--- src/rtl/ctmr_pkg.sv ---
package ctmr_pkg;
  typedef enum logic [1:0] {
    CMD_NONE    = 2'd0,
    CMD_UPDATE  = 2'd1,
    CMD_RESTART = 2'd2,
    CMD_RESET   = 2'd3
  } ctmr_cmd_e;

  // flag vector positions
  localparam int unsigned FLG_OVF = 0;
  localparam int unsigned FLG_ERR = 1;
  localparam int unsigned FLG_CH0 = 2;

  // access port address map
  localparam int unsigned ADR_CNT    = 0;
  localparam int unsigned ADR_PER    = 1;
  localparam int unsigned ADR_PERBUF = 2;
  localparam int unsigned ADR_CH0    = 4;
endpackage

--- src/rtl/ctmr_counter.sv ---
module ctmr_counter #(
  parameter int unsigned CW = 16
) (
  input  logic          clk,
  input  logic          rst_n,
  input  logic          run,
  input  logic          dual,
  input  logic          restart,
  input  logic          clear_all,
  input  logic          load,
  input  logic [CW-1:0] load_val,
  input  logic [CW-1:0] per,
  output logic [CW-1:0] cnt,
  output logic          down,
  output logic          edge_hit
);
  localparam logic [CW-1:0] ONE = {{(CW-1){1'b0}}, 1'b1};

  logic at_top, at_bot, held;

  always_comb begin
    at_top   = (cnt >= per);
    at_bot   = (cnt == '0);
    held     = restart | clear_all | load;
    edge_hit = 1'b0;
    if (run && !held) begin
      if (dual) edge_hit = down ? at_bot : at_top;
      else      edge_hit = at_top;
    end
  end

  always_ff @(posedge clk) begin
    if (!rst_n) begin
      cnt  <= '0;
      down <= 1'b0;
    end else if (clear_all || restart) begin
      cnt  <= '0;
      down <= 1'b0;
    end else if (load) begin
      cnt <= load_val;
    end else if (run) begin
      if (!dual) begin
        down <= 1'b0;
        cnt  <= at_top ? '0 : cnt + ONE;
      end else if (down) begin
        if (at_bot) begin
          down <= 1'b0;
          cnt  <= cnt + ONE;
        end else begin
          cnt <= cnt - ONE;
        end
      end else begin
        if (at_top) begin
          down <= 1'b1;
          cnt  <= cnt - ONE;
        end else begin
          cnt <= cnt + ONE;
        end
      end
    end
  end
endmodule

--- src/rtl/ctmr_channel.sv ---
module ctmr_channel #(
  parameter int unsigned CW = 16
) (
  input  logic          clk,
  input  logic          rst_n,
  input  logic          clear_all,
  input  logic          restart,
  input  logic          run,
  input  logic          dual,
  input  logic          down,
  input  logic          wrap,
  input  logic          upd,
  input  logic          cap_mode,
  input  logic          cap_trig,
  input  logic [CW-1:0] cnt,
  input  logic          cc_we,
  input  logic          buf_we,
  input  logic          rd_ack,
  input  logic [CW-1:0] wdata,
  output logic [CW-1:0] cc,
  output logic [CW-1:0] buf_q,
  output logic          vld,
  output logic          out,
  output logic          hit,
  output logic          cap_err
);
  logic match, cap_ok, take;

  always_comb begin
    match   = run && !cap_mode && !restart && !clear_all && (cnt == cc);
    cap_ok  = cap_trig && cap_mode && !vld && !clear_all;
    cap_err = cap_trig && cap_mode && vld && !clear_all;
    hit     = match | cap_ok;
    take    = upd && !cap_mode && vld;
  end

  always_ff @(posedge clk) begin
    if (!rst_n || clear_all) begin
      cc    <= '0;
      buf_q <= '0;
      vld   <= 1'b0;
    end else begin
      if (cc_we)     cc <= wdata;
      else if (take) cc <= buf_q;

      if (buf_we) begin
        buf_q <= wdata;
        vld   <= 1'b1;
      end else if (cap_ok) begin
        buf_q <= cnt;
        vld   <= 1'b1;
      end else if (rd_ack && cap_mode) begin
        vld <= 1'b0;
      end else if (take) begin
        vld <= 1'b0;
      end
    end
  end

  always_ff @(posedge clk) begin
    if (!rst_n || clear_all || restart) out <= 1'b0;
    else if (match)                     out <= dual ? down : 1'b0;
    else if (wrap && !dual && !cap_mode) out <= 1'b1;
  end
endmodule

--- src/rtl/ctmr_flags.sv ---
module ctmr_flags #(
  parameter int unsigned NF = 4
) (
  input  logic          clk,
  input  logic          rst_n,
  input  logic          clear_all,
  input  logic [NF-1:0] set,
  input  logic [NF-1:0] clr,
  output logic [NF-1:0] flags,
  output logic [NF-1:0] events
);
  always_ff @(posedge clk) begin
    if (!rst_n || clear_all) begin
      flags  <= '0;
      events <= '0;
    end else begin
      flags  <= (flags & ~clr) | set;
      events <= set;
    end
  end
endmodule

--- src/rtl/ctmr_timer.sv ---
module ctmr_timer
  import ctmr_pkg::*;
#(
  parameter int unsigned CW     = 16,
  parameter int unsigned NUM_CH = 2,
  localparam int unsigned NF    = NUM_CH + 2,
  localparam int unsigned NADR  = ADR_CH0 + 2 * NUM_CH,
  localparam int unsigned AW    = $clog2(NADR)
) (
  input  logic                 clk,
  input  logic                 rst_n,
  input  logic                 run_en,
  input  logic                 dual_slope,
  input  logic                 lock_upd,
  input  logic [NUM_CH-1:0]    cap_mode,
  input  logic [NUM_CH-1:0]    cap_trig,
  input  logic                 cmd_stb,
  input  logic [1:0]           cmd_code,
  input  logic                 acc_en,
  input  logic                 acc_we,
  input  logic                 acc_dma,
  input  logic [AW-1:0]        acc_addr,
  input  logic [CW-1:0]        acc_wdata,
  output logic [CW-1:0]        acc_rdata,
  input  logic [NF-1:0]        flag_clr,
  output logic [CW-1:0]        cnt_q,
  output logic                 cnt_down,
  output logic [CW-1:0]        per_q,
  output logic [CW-1:0]        per_buf_q,
  output logic                 per_buf_vld,
  output logic [NUM_CH*CW-1:0] cc_q,
  output logic [NUM_CH*CW-1:0] cc_buf_q,
  output logic [NUM_CH-1:0]    cc_buf_vld,
  output logic [NUM_CH-1:0]    cmp_out,
  output logic [NF-1:0]        irq_flags,
  output logic                 ev_ovf,
  output logic                 ev_err,
  output logic [NUM_CH-1:0]    ev_cc,
  output logic                 dma_req_ovf,
  output logic [NUM_CH-1:0]    dma_req_cc
);
  localparam logic [CW-1:0] PER_INIT = '1;

  ctmr_cmd_e cmd;
  logic      do_reset, do_restart, do_update;
  logic      wr_cnt, wr_per, wr_pbuf, dma_ovf_ack;
  logic      wrap;

  logic [CW-1:0]     cc_arr  [NUM_CH];
  logic [CW-1:0]     buf_arr [NUM_CH];
  logic [NUM_CH-1:0] ch_hit, ch_err, ch_dma_ack;
  logic [NF-1:0]     flg_set, flg_clr, flg_evt;

  // command decode
  always_comb begin
    cmd        = ctmr_cmd_e'(cmd_code);
    do_reset   = cmd_stb && (cmd == CMD_RESET) && !run_en;
    do_restart = cmd_stb && (cmd == CMD_RESTART);
    do_update  = !lock_upd && ((cmd_stb && (cmd == CMD_UPDATE)) || wrap);
  end

  // access decode for the timer-wide registers
  always_comb begin
    wr_cnt      = acc_en && acc_we && (acc_addr == AW'(ADR_CNT));
    wr_per      = acc_en && acc_we && (acc_addr == AW'(ADR_PER));
    wr_pbuf     = acc_en && acc_we && (acc_addr == AW'(ADR_PERBUF));
    dma_ovf_ack = acc_dma && (wr_cnt || wr_per || wr_pbuf);
  end

  ctmr_counter #(.CW(CW)) u_cnt (
    .clk       (clk),
    .rst_n     (rst_n),
    .run       (run_en),
    .dual      (dual_slope),
    .restart   (do_restart),
    .clear_all (do_reset),
    .load      (wr_cnt),
    .load_val  (acc_wdata),
    .per       (per_q),
    .cnt       (cnt_q),
    .down      (cnt_down),
    .edge_hit  (wrap)
  );

  // period and its buffer
  always_ff @(posedge clk) begin
    if (!rst_n || do_reset) begin
      per_q       <= PER_INIT;
      per_buf_q   <= '0;
      per_buf_vld <= 1'b0;
    end else begin
      if (wr_per)                        per_q <= acc_wdata;
      else if (do_update && per_buf_vld) per_q <= per_buf_q;

      if (wr_pbuf) begin
        per_buf_q   <= acc_wdata;
        per_buf_vld <= 1'b1;
      end else if (do_update) begin
        per_buf_vld <= 1'b0;
      end
    end
  end

  // channels
  for (genvar i = 0; i < NUM_CH; i++) begin : g_ch
    localparam int unsigned ADR_A = ADR_CH0 + 2 * i;
    localparam int unsigned ADR_B = ADR_A + 1;
    logic sel_a, sel_b;

    always_comb begin
      sel_a         = acc_en && (acc_addr == AW'(ADR_A));
      sel_b         = acc_en && (acc_addr == AW'(ADR_B));
      ch_dma_ack[i] = acc_dma && (sel_a || sel_b);
    end

    ctmr_channel #(.CW(CW)) u_ch (
      .clk       (clk),
      .rst_n     (rst_n),
      .clear_all (do_reset),
      .restart   (do_restart),
      .run       (run_en),
      .dual      (dual_slope),
      .down      (cnt_down),
      .wrap      (wrap),
      .upd       (do_update),
      .cap_mode  (cap_mode[i]),
      .cap_trig  (cap_trig[i]),
      .cnt       (cnt_q),
      .cc_we     (sel_a && acc_we),
      .buf_we    (sel_b && acc_we),
      .rd_ack    ((sel_a || sel_b) && !acc_we),
      .wdata     (acc_wdata),
      .cc        (cc_arr[i]),
      .buf_q     (buf_arr[i]),
      .vld       (cc_buf_vld[i]),
      .out       (cmp_out[i]),
      .hit       (ch_hit[i]),
      .cap_err   (ch_err[i])
    );

    assign cc_q[i*CW +: CW]     = cc_arr[i];
    assign cc_buf_q[i*CW +: CW] = buf_arr[i];
  end

  // flags, events and DMA requests
  always_comb begin
    flg_set                       = '0;
    flg_set[FLG_OVF]              = wrap;
    flg_set[FLG_ERR]              = |ch_err;
    flg_set[FLG_CH0 +: NUM_CH]    = ch_hit;
    flg_clr                       = flag_clr;
    flg_clr[FLG_OVF]              = flag_clr[FLG_OVF] | dma_ovf_ack;
    flg_clr[FLG_CH0 +: NUM_CH]    = flag_clr[FLG_CH0 +: NUM_CH] | ch_dma_ack;
  end

  ctmr_flags #(.NF(NF)) u_flg (
    .clk       (clk),
    .rst_n     (rst_n),
    .clear_all (do_reset),
    .set       (flg_set),
    .clr       (flg_clr),
    .flags     (irq_flags),
    .events    (flg_evt)
  );

  assign ev_ovf      = flg_evt[FLG_OVF];
  assign ev_err      = flg_evt[FLG_ERR];
  assign ev_cc       = flg_evt[FLG_CH0 +: NUM_CH];
  assign dma_req_ovf = irq_flags[FLG_OVF];
  assign dma_req_cc  = irq_flags[FLG_CH0 +: NUM_CH];

  // read mux
  always_comb begin
    acc_rdata = '0;
    if (acc_addr == AW'(ADR_CNT))    acc_rdata = cnt_q;
    if (acc_addr == AW'(ADR_PER))    acc_rdata = per_q;
    if (acc_addr == AW'(ADR_PERBUF)) acc_rdata = per_buf_q;
    for (int k = 0; k < NUM_CH; k++) begin
      if (acc_addr == AW'(ADR_CH0 + 2 * k))     acc_rdata = cc_arr[k];
      if (acc_addr == AW'(ADR_CH0 + 2 * k + 1)) acc_rdata = buf_arr[k];
    end
  end
endmodule

--- config.mk ---
export PLATFORM = sky130hd
export DESIGN_NAME = ctmr_timer
export DESIGN_NICKNAME = d
export VERILOG_FILES = /design/src/rtl/ctmr_pkg.sv /design/src/rtl/ctmr_counter.sv /design/src/rtl/ctmr_channel.sv /design/src/rtl/ctmr_flags.sv /design/src/rtl/ctmr_timer.sv
export SDC_FILE = /design/constraint.sdc
export NUM_CORES = 1
export LEC_CHECK = 0
export BUFFER_PORTS_ARGS = -buffer_cell sky130_fd_sc_hd__buf_2
export CAP_MARGIN = 0
export CORE_MARGIN = 5
export CORE_UTILIZATION = 42
export DETAILED_ROUTE_END_ITERATION = 7
export PLACE_DENSITY = 0.76
export SYNTH_ARGS = -nofsm -noshare
export SYNTH_HDL_FRONTEND = slang
export SYNTH_SLANG_ARGS = --single-unit
--- constraint.sdc ---
create_clock -name clk -period 3.07 [get_ports clk]
set_clock_uncertainty 0.15 [all_clocks]
set_input_delay 0.614 -clock clk [delete_from_list [all_inputs] [get_ports clk]]
set_output_delay 0.614 -clock clk [all_outputs]
set_load 0.02 [all_outputs]
# Word-level counts from Yosys, hierarchy flattened
# Cells that the tools add are included.
word_totals:
  register_bits: 126
  word_cells: 173
classes:
  n_addsub: 2
  magnitude_cmp: 1
  n_eq_ne: 11
  mux: 46
  bitwise: 11
  n_reduce_logical: 87
ops:
  columns: ["cell", "count"]
  rows:
  - ["two-way mux 16 bit", 24]
  - ["logical AND 1 bit", 51]
  - ["== test 16 bit", 2]
  - ["two-way mux 1 bit", 22]
  - ["nonzero test 2 bit", 9]
  - ["adder 16 x 1 -> 16 bit, second input constant", 1]
  - [">= comparator 16 bit", 1]
  - ["zero test 16 bit", 1]
  - ["subtractor 16 x 1 -> 16 bit, second input constant", 1]
  - ["== test 3 bit, second input constant", 4]
  - ["zero test 1 bit", 12]
  - ["logical OR 1 bit", 8]
  - ["nonzero test 4 bit", 2]
  - ["OR 1 bit", 5]
  - ["AND 4 bit", 1]
  - ["== test 2 bit, second input constant", 2]
  - ["NOT 4 bit", 1]
  - ["OR 4 bit", 1]
  - ["OR reduction 2 bit", 2]
  - ["== test 3 x 1 -> 1 bit, second input constant", 1]
  - ["== test 3 x 2 -> 1 bit, second input constant", 1]
  - ["zero test 3 bit", 1]
  - ["== test 2 x 1 -> 1 bit, second input constant", 1]
  - ["NOT 1 bit", 2]
  - ["2 further kinds", 2]

# Longest topological paths before layout
logic_depth:
  ltp_word: 16
  ltp_mapped: 12

# Modules after synthesis
# From an unflattened synthesis, not the netlist that was laid out.
hier_totals:
  cells_unflattened: 1022
  area_unflattened_um2: 8486.9
modules_own_cells:
  columns: ["mod", "instances", "cells_per_inst", "area_each_um2"]
  rows:
  - ["ctmr_channel", 2, 183, 1824.2]
  - ["ctmr_timer", 1, 359, 2491.1]
  - ["ctmr_counter", 1, 272, 2089.5]
  - ["ctmr_flags", 1, 25, 257.7]

# Worst setup path after synthesis
# OpenSTA, ideal clock, no wires.
synth_timing:
  path_kind: "flip-flop to flip-flop"
  start: "register u_cnt.cnt[0]"
  end: "register per_q[10]"
  setup_ps: 121
  t_arrival_ps: 2862
  slack_ps: -62
  path_stages_with_launch: 11
  path_cell_list: "dfxtp_1 -> clkbuf_1 -> inv_1 -> ha_1 -> and3_1 -> o21ai_0 -> a311o_1 -> a31oi_2 -> o21ai_2 -> nand2_1 -> mux2_2"
synth_between:
  elab_chain_cells: 8
  word_cells_on_any_way: 9
  cone_classes: "order compare: 1; mux: 3; reduce/logical: 5"
synth_lines:
  columns: ["element", "line", "rtl"]
  rows:
  - ["from (decl)", "ctmr_counter.sv:13", "output logic [CW-1:0] cnt,"]
  - ["from (signal assigned)", "ctmr_counter.sv:40", "cnt <= load_val;"]
  - ["from (signal assigned)", "ctmr_counter.sv:44", "cnt <= at_top ? '0 : cnt + ONE;"]
  - ["from (signal assigned)", "ctmr_counter.sv:48", "cnt <= cnt + ONE;"]
  - [">= comparator 16 bit or zero test 16 bit (tied branches)", "ctmr_counter.sv:22, ctmr_counter.sv:23", null]
  - ["two-way mux 1 bit", "ctmr_counter.sv:27", "if (dual) edge_hit = down ? at_bot : at_top;"]
  - ["two-way mux 1 bit (*)", "ctmr_counter.sv:27", null]
  - ["two-way mux 1 bit (*)", "ctmr_counter.sv:26", "if (run && !held) begin"]
  - ["logical OR 1 bit (*)", "ctmr_timer.sv:59", "do_update = !lock_upd && ((cmd_stb && (cmd == CMD_UPDATE)) || wrap);"]
  - ["logical AND 1 bit (*)", "ctmr_timer.sv:59", null]
  - ["logical AND 1 bit (*)", "ctmr_timer.sv:93", "else if (do_update && per_buf_vld) per_q <= per_buf_q;"]
  - ["nonzero test 2 bit (no source line) (*)", null, null]
  - ["to (signal assigned)", "ctmr_timer.sv:92", "if (wr_per) per_q <= acc_wdata;"]
  - ["to (signal assigned)", "ctmr_timer.sv:93", null]
  - ["to (decl)", "ctmr_timer.sv:28", "output logic [CW-1:0] per_q,"]
# Every way passes the cells marked *; elsewhere a longest branch is shown, timed or not.
# A chain may end at the register's enable or synchronous reset.

# Final worst setup path
layout_timing:
  start: "register u_cnt.cnt[1]"
  end: "register u_cnt.cnt[14]"
layout_between:
  elab_chain_cells: 6
  word_cells_on_any_way: 11
  cone_classes: "add/sub: 2; order compare: 1; mux: 7; reduce/logical: 1"
layout_lines:
  columns: ["element", "line", "rtl"]
  rows:
  - ["adder 16 x 1 -> 16 bit, or another cell as far along", "ctmr_counter.sv:44, ctmr_counter.sv:48, ctmr_counter.sv:57", null]
  - ["two-way mux 16 bit (on tied branches)", "ctmr_counter.sv:53, ctmr_counter.sv:46", null]
  - ["two-way mux 16 bit", "ctmr_counter.sv:45", "end else if (down) begin"]
  - ["two-way mux 16 bit (*)", "ctmr_counter.sv:42", "if (!dual) begin"]
  - ["two-way mux 16 bit (*)", "ctmr_counter.sv:41", "end else if (run) begin"]
  - ["two-way mux 16 bit (*)", "ctmr_counter.sv:39", "end else if (load) begin"]
# Every way passes the cells marked *; elsewhere a longest branch is shown, timed or not. The select of a mux whose other input is x is not followed.

==> impl_metrics.toml <==
[global_route]
overflow = 0
grt_max_degree = 66
grt_pass1_vias = 8744
gr-usage-all-layers_pct = 29.30
antenna_found_initial = 0
grt_pass1_wl_um = 50770

[timing]
min_period_ps = 2969
rsz0062_at_grt = "yes"
finalCritPeriodShare_pct = 96.70
drv_slew = 0
slew_headroom_pct = 47.69
tightest_slew_ps = 782.2
setup_viol = 0
max_freq_mhz = 336.9
hold_viol = 0

[flow_run]
maxCapViolCount = 0

[drt]
drtPass1Iterations = 5
viasPerCell = 6.239
drc_errors = 0
drt_wl_total_um = 33620
ant_nets = 0
vias = 9240
initialDrtViolationCount = 928
wl_per_cell_um = 22.70

[yosys]
ys_ff_latch = 126
synth_cells = 1002
synth_largest_area_cell = "dfxtp_1"
synthesis.nets = 1058
synth.area.top_cells = "dfxtp_1, mux2i_1, a21oi_1"
synth_warnings = 0
yosys.area.top_type_share_pct = 31.06
avgSynthCellArea_um2 = 8.105
synthFlopType = "dfxtp_1"
synthTopCellsByCount = "dfxtp_1, mux2i_1, a21oi_1"
yosysMostFrequentCell = "dfxtp_1"
synth-async-reset-ratio_pct = 0
seq_area_frac_synth_pct = 31.06
synth.distinct_cells = 72
synth.cell_area_mm2 = 0.008122
synth_edf_count = 0

[worst_setup_path]
critPathArrivalTime_ps = 3170
cp-start-kind = "flop"
reg2reg_slack_ps = 100
critPathKind = "reg -> reg"
crit_path_max_fanout = 5
cp-end-kind = "flop"
required_ps = 3270

[placement]
port-buffer-count = 182
dp.final_hpwl_um = 24450
placedCellCount = 1443
gp_congestion = 0.9837
place_area_mm2 = 0.009724

[final_layout]
synthToLayoutAreaGrowth_pct = 29.01
nFillCells = 1739
fin_cells = 1481
layout-drive-gt1-share_pct = 29.16
antenna_cells = 0
fin_nets = 1264
final_util_pct = 55.46
final_area_mm2 = 0.01048

[floorplanning]
rows = 50
coreArea_mm2 = 0.01889
dieWidth_um = 149.1
ios = 183
die-area_mm2 = 0.02222
die_h_um = 149.1
start_util_pct = 42.99

[clocking]
cts_buffer_depth = 2
cts-htree-levels = 4
cts_tree = "done"
cts_root_buffer = "clkbuf_16"
clk_latency_ps = 430
holdBufCountCts = 0
path_clk_slew_ps = 60
cts-buffers-inserted = 17
clock_sinks = 126

[power]
p_leak_nw = 4.850
power_frac_seq_pct = 37.4
swShare_pct = 28.96
pwr-share-clk_pct = 47.0
internal-power_mw = 3.278
power.density_mw_per_mm2 = 440.5
ir_drop_mv = 0.3628
power.switching_mw = 1.337
comb_power_share_pct = 15.6

[outcome]
status = "finished clean"

[worst_hold_path]
hold_path.class = "in -> reg"
[power groups by stage]
stage	Combinational [mW]	Clock [mW]	Sequential (mW)
2_1_floorplan	0.370	0	1.79
3_3_place_gp	0.690	0	1.76
3_5_place_dp	0.694	0	1.76
4_1_cts	0.700	2.16	1.72
5_1_grt	0.759	2.25	1.73
6_report	0.720	2.17	1.72
[repair_timing]
action / in CTS / in global routing
endpoints found under the setup margin: 4 / 45
pin swaps: 2 / 5
gates resized for setup: 2 / 16
buffers inserted: 3 / 3
[registers in the layout, indices dropped and copies added, names as in the netlist]
signal	flops
per_q	16
u_flg.flags	4
u_cnt.cnt	16
g_ch.u_ch.cc	32
g_ch.u_ch.out	2
per_buf_q	16
g_ch.u_ch.vld	2
u_flg.events	4
g_ch.u_ch.buf_q	32
per_buf_vld	1
u_cnt.down	1
[stage by stage]
stage               hold WS [ps]  total power [mW]  setup WS, ps  TNS, ps
finish                     308.8             4.615         101.4        0
global route               320.4             4.738        -37.41   -51.78
CTS                        300.5             4.583         34.62        0
detailed placement         317.5             2.451        -1.544   -1.544
global placement           307.0             2.446        -44.23   -48.83
floorplan                  396.9             2.161         10.61        0
[critical path, stage by stage, from the launching register on]
cell      delay, ps
dfxtp_1         330
inv_1            60
ha_2            170
or3b_4          420
or4_4           460
nor3_4          170
nand2b_1        150
or3_1           360
or4_4           420
a211oi_2        200
[per-layer routing]
| metal | up-vias | GRT usage (%) | share of wire (%) | wire length (um) |
|---|---|---|---|---|
| met5 | - | 0 | 0 | 0 |
| met4 | 0 | 13.91 | 4.2 | 1424 |
| met3 | 113 | 6.108 | 11 | 3842 |
| met2 | 669 | 44.87 | 44 | 14890 |
| met1 | 4363 | 39.42 | 40 | 13460 |
| li1 | 4095 | - | - | - |
[cell type report]
| cell class | instances | area [um^2] | area share [%] |
|---|---|---|---|
| multi-input cells | 750 | 5154 | 49.19 |
| flip-flops and latches | 126 | 2525 | 24.10 |
| repair buffers | 279 | 1722 | 16.43 |
| clock buffers | 20 | 466.7 | 4.454 |
| well taps | 260 | 325.3 | 3.105 |
| clock inverters | 12 | 157.7 | 1.505 |
| inverters | 34 | 127.6 | 1.218 |
[cell usage in the layout, fill, tap and decap left out, types with 27 or more instances in the layout]
cell type  Yosys  routed
a211oi_1      46      45
nand2_1       84      82
dfxtp_1      126     124
mux2i_1      102     102
buf_4          8      89
inv_1         33      31
buf_2          5     182
xor2_1        27      27
nor2_1        80      80
a21oi_1       92      92
o21ai_0       65      65
[logic make-up (layout without fill, tap and decap cells)]
family	Yosys count	count (layout)	synth area share, %
AND/OR/NAND/NOR	303	303	18.83
buffers and inverters	126	345	6.470
AO/OA/AOI/OAI	280	280	21.95
XOR/XNOR	37	37	3.990
adder cells (fa/ha/maj)	18	18	2.773
multiplexers	112	112	14.93
flip-flops	126	126	31.06
[path summary, 6_finish.rpt]
path / cells after the start / startpoint / to
hold / removal: 3 / flag_clr[1] / u_flg.flags[1]$_SDFF_PP0_
setup / recovery: 9 / u_cnt.cnt[1]$_SDFFE_PP0P_ / u_cnt.cnt[14]$_SDFFE_PP0P_
setup reg to reg: 9 / u_cnt.cnt[1]$_SDFFE_PP0P_ / u_cnt.cnt[14]$_SDFFE_PP0P_
hold reg to reg: 2 / u_flg.flags[1]$_SDFF_PP0_ / u_flg.flags[1]$_SDFF_PP0_
No activity file was read; power rests on OpenSTA's default activity.
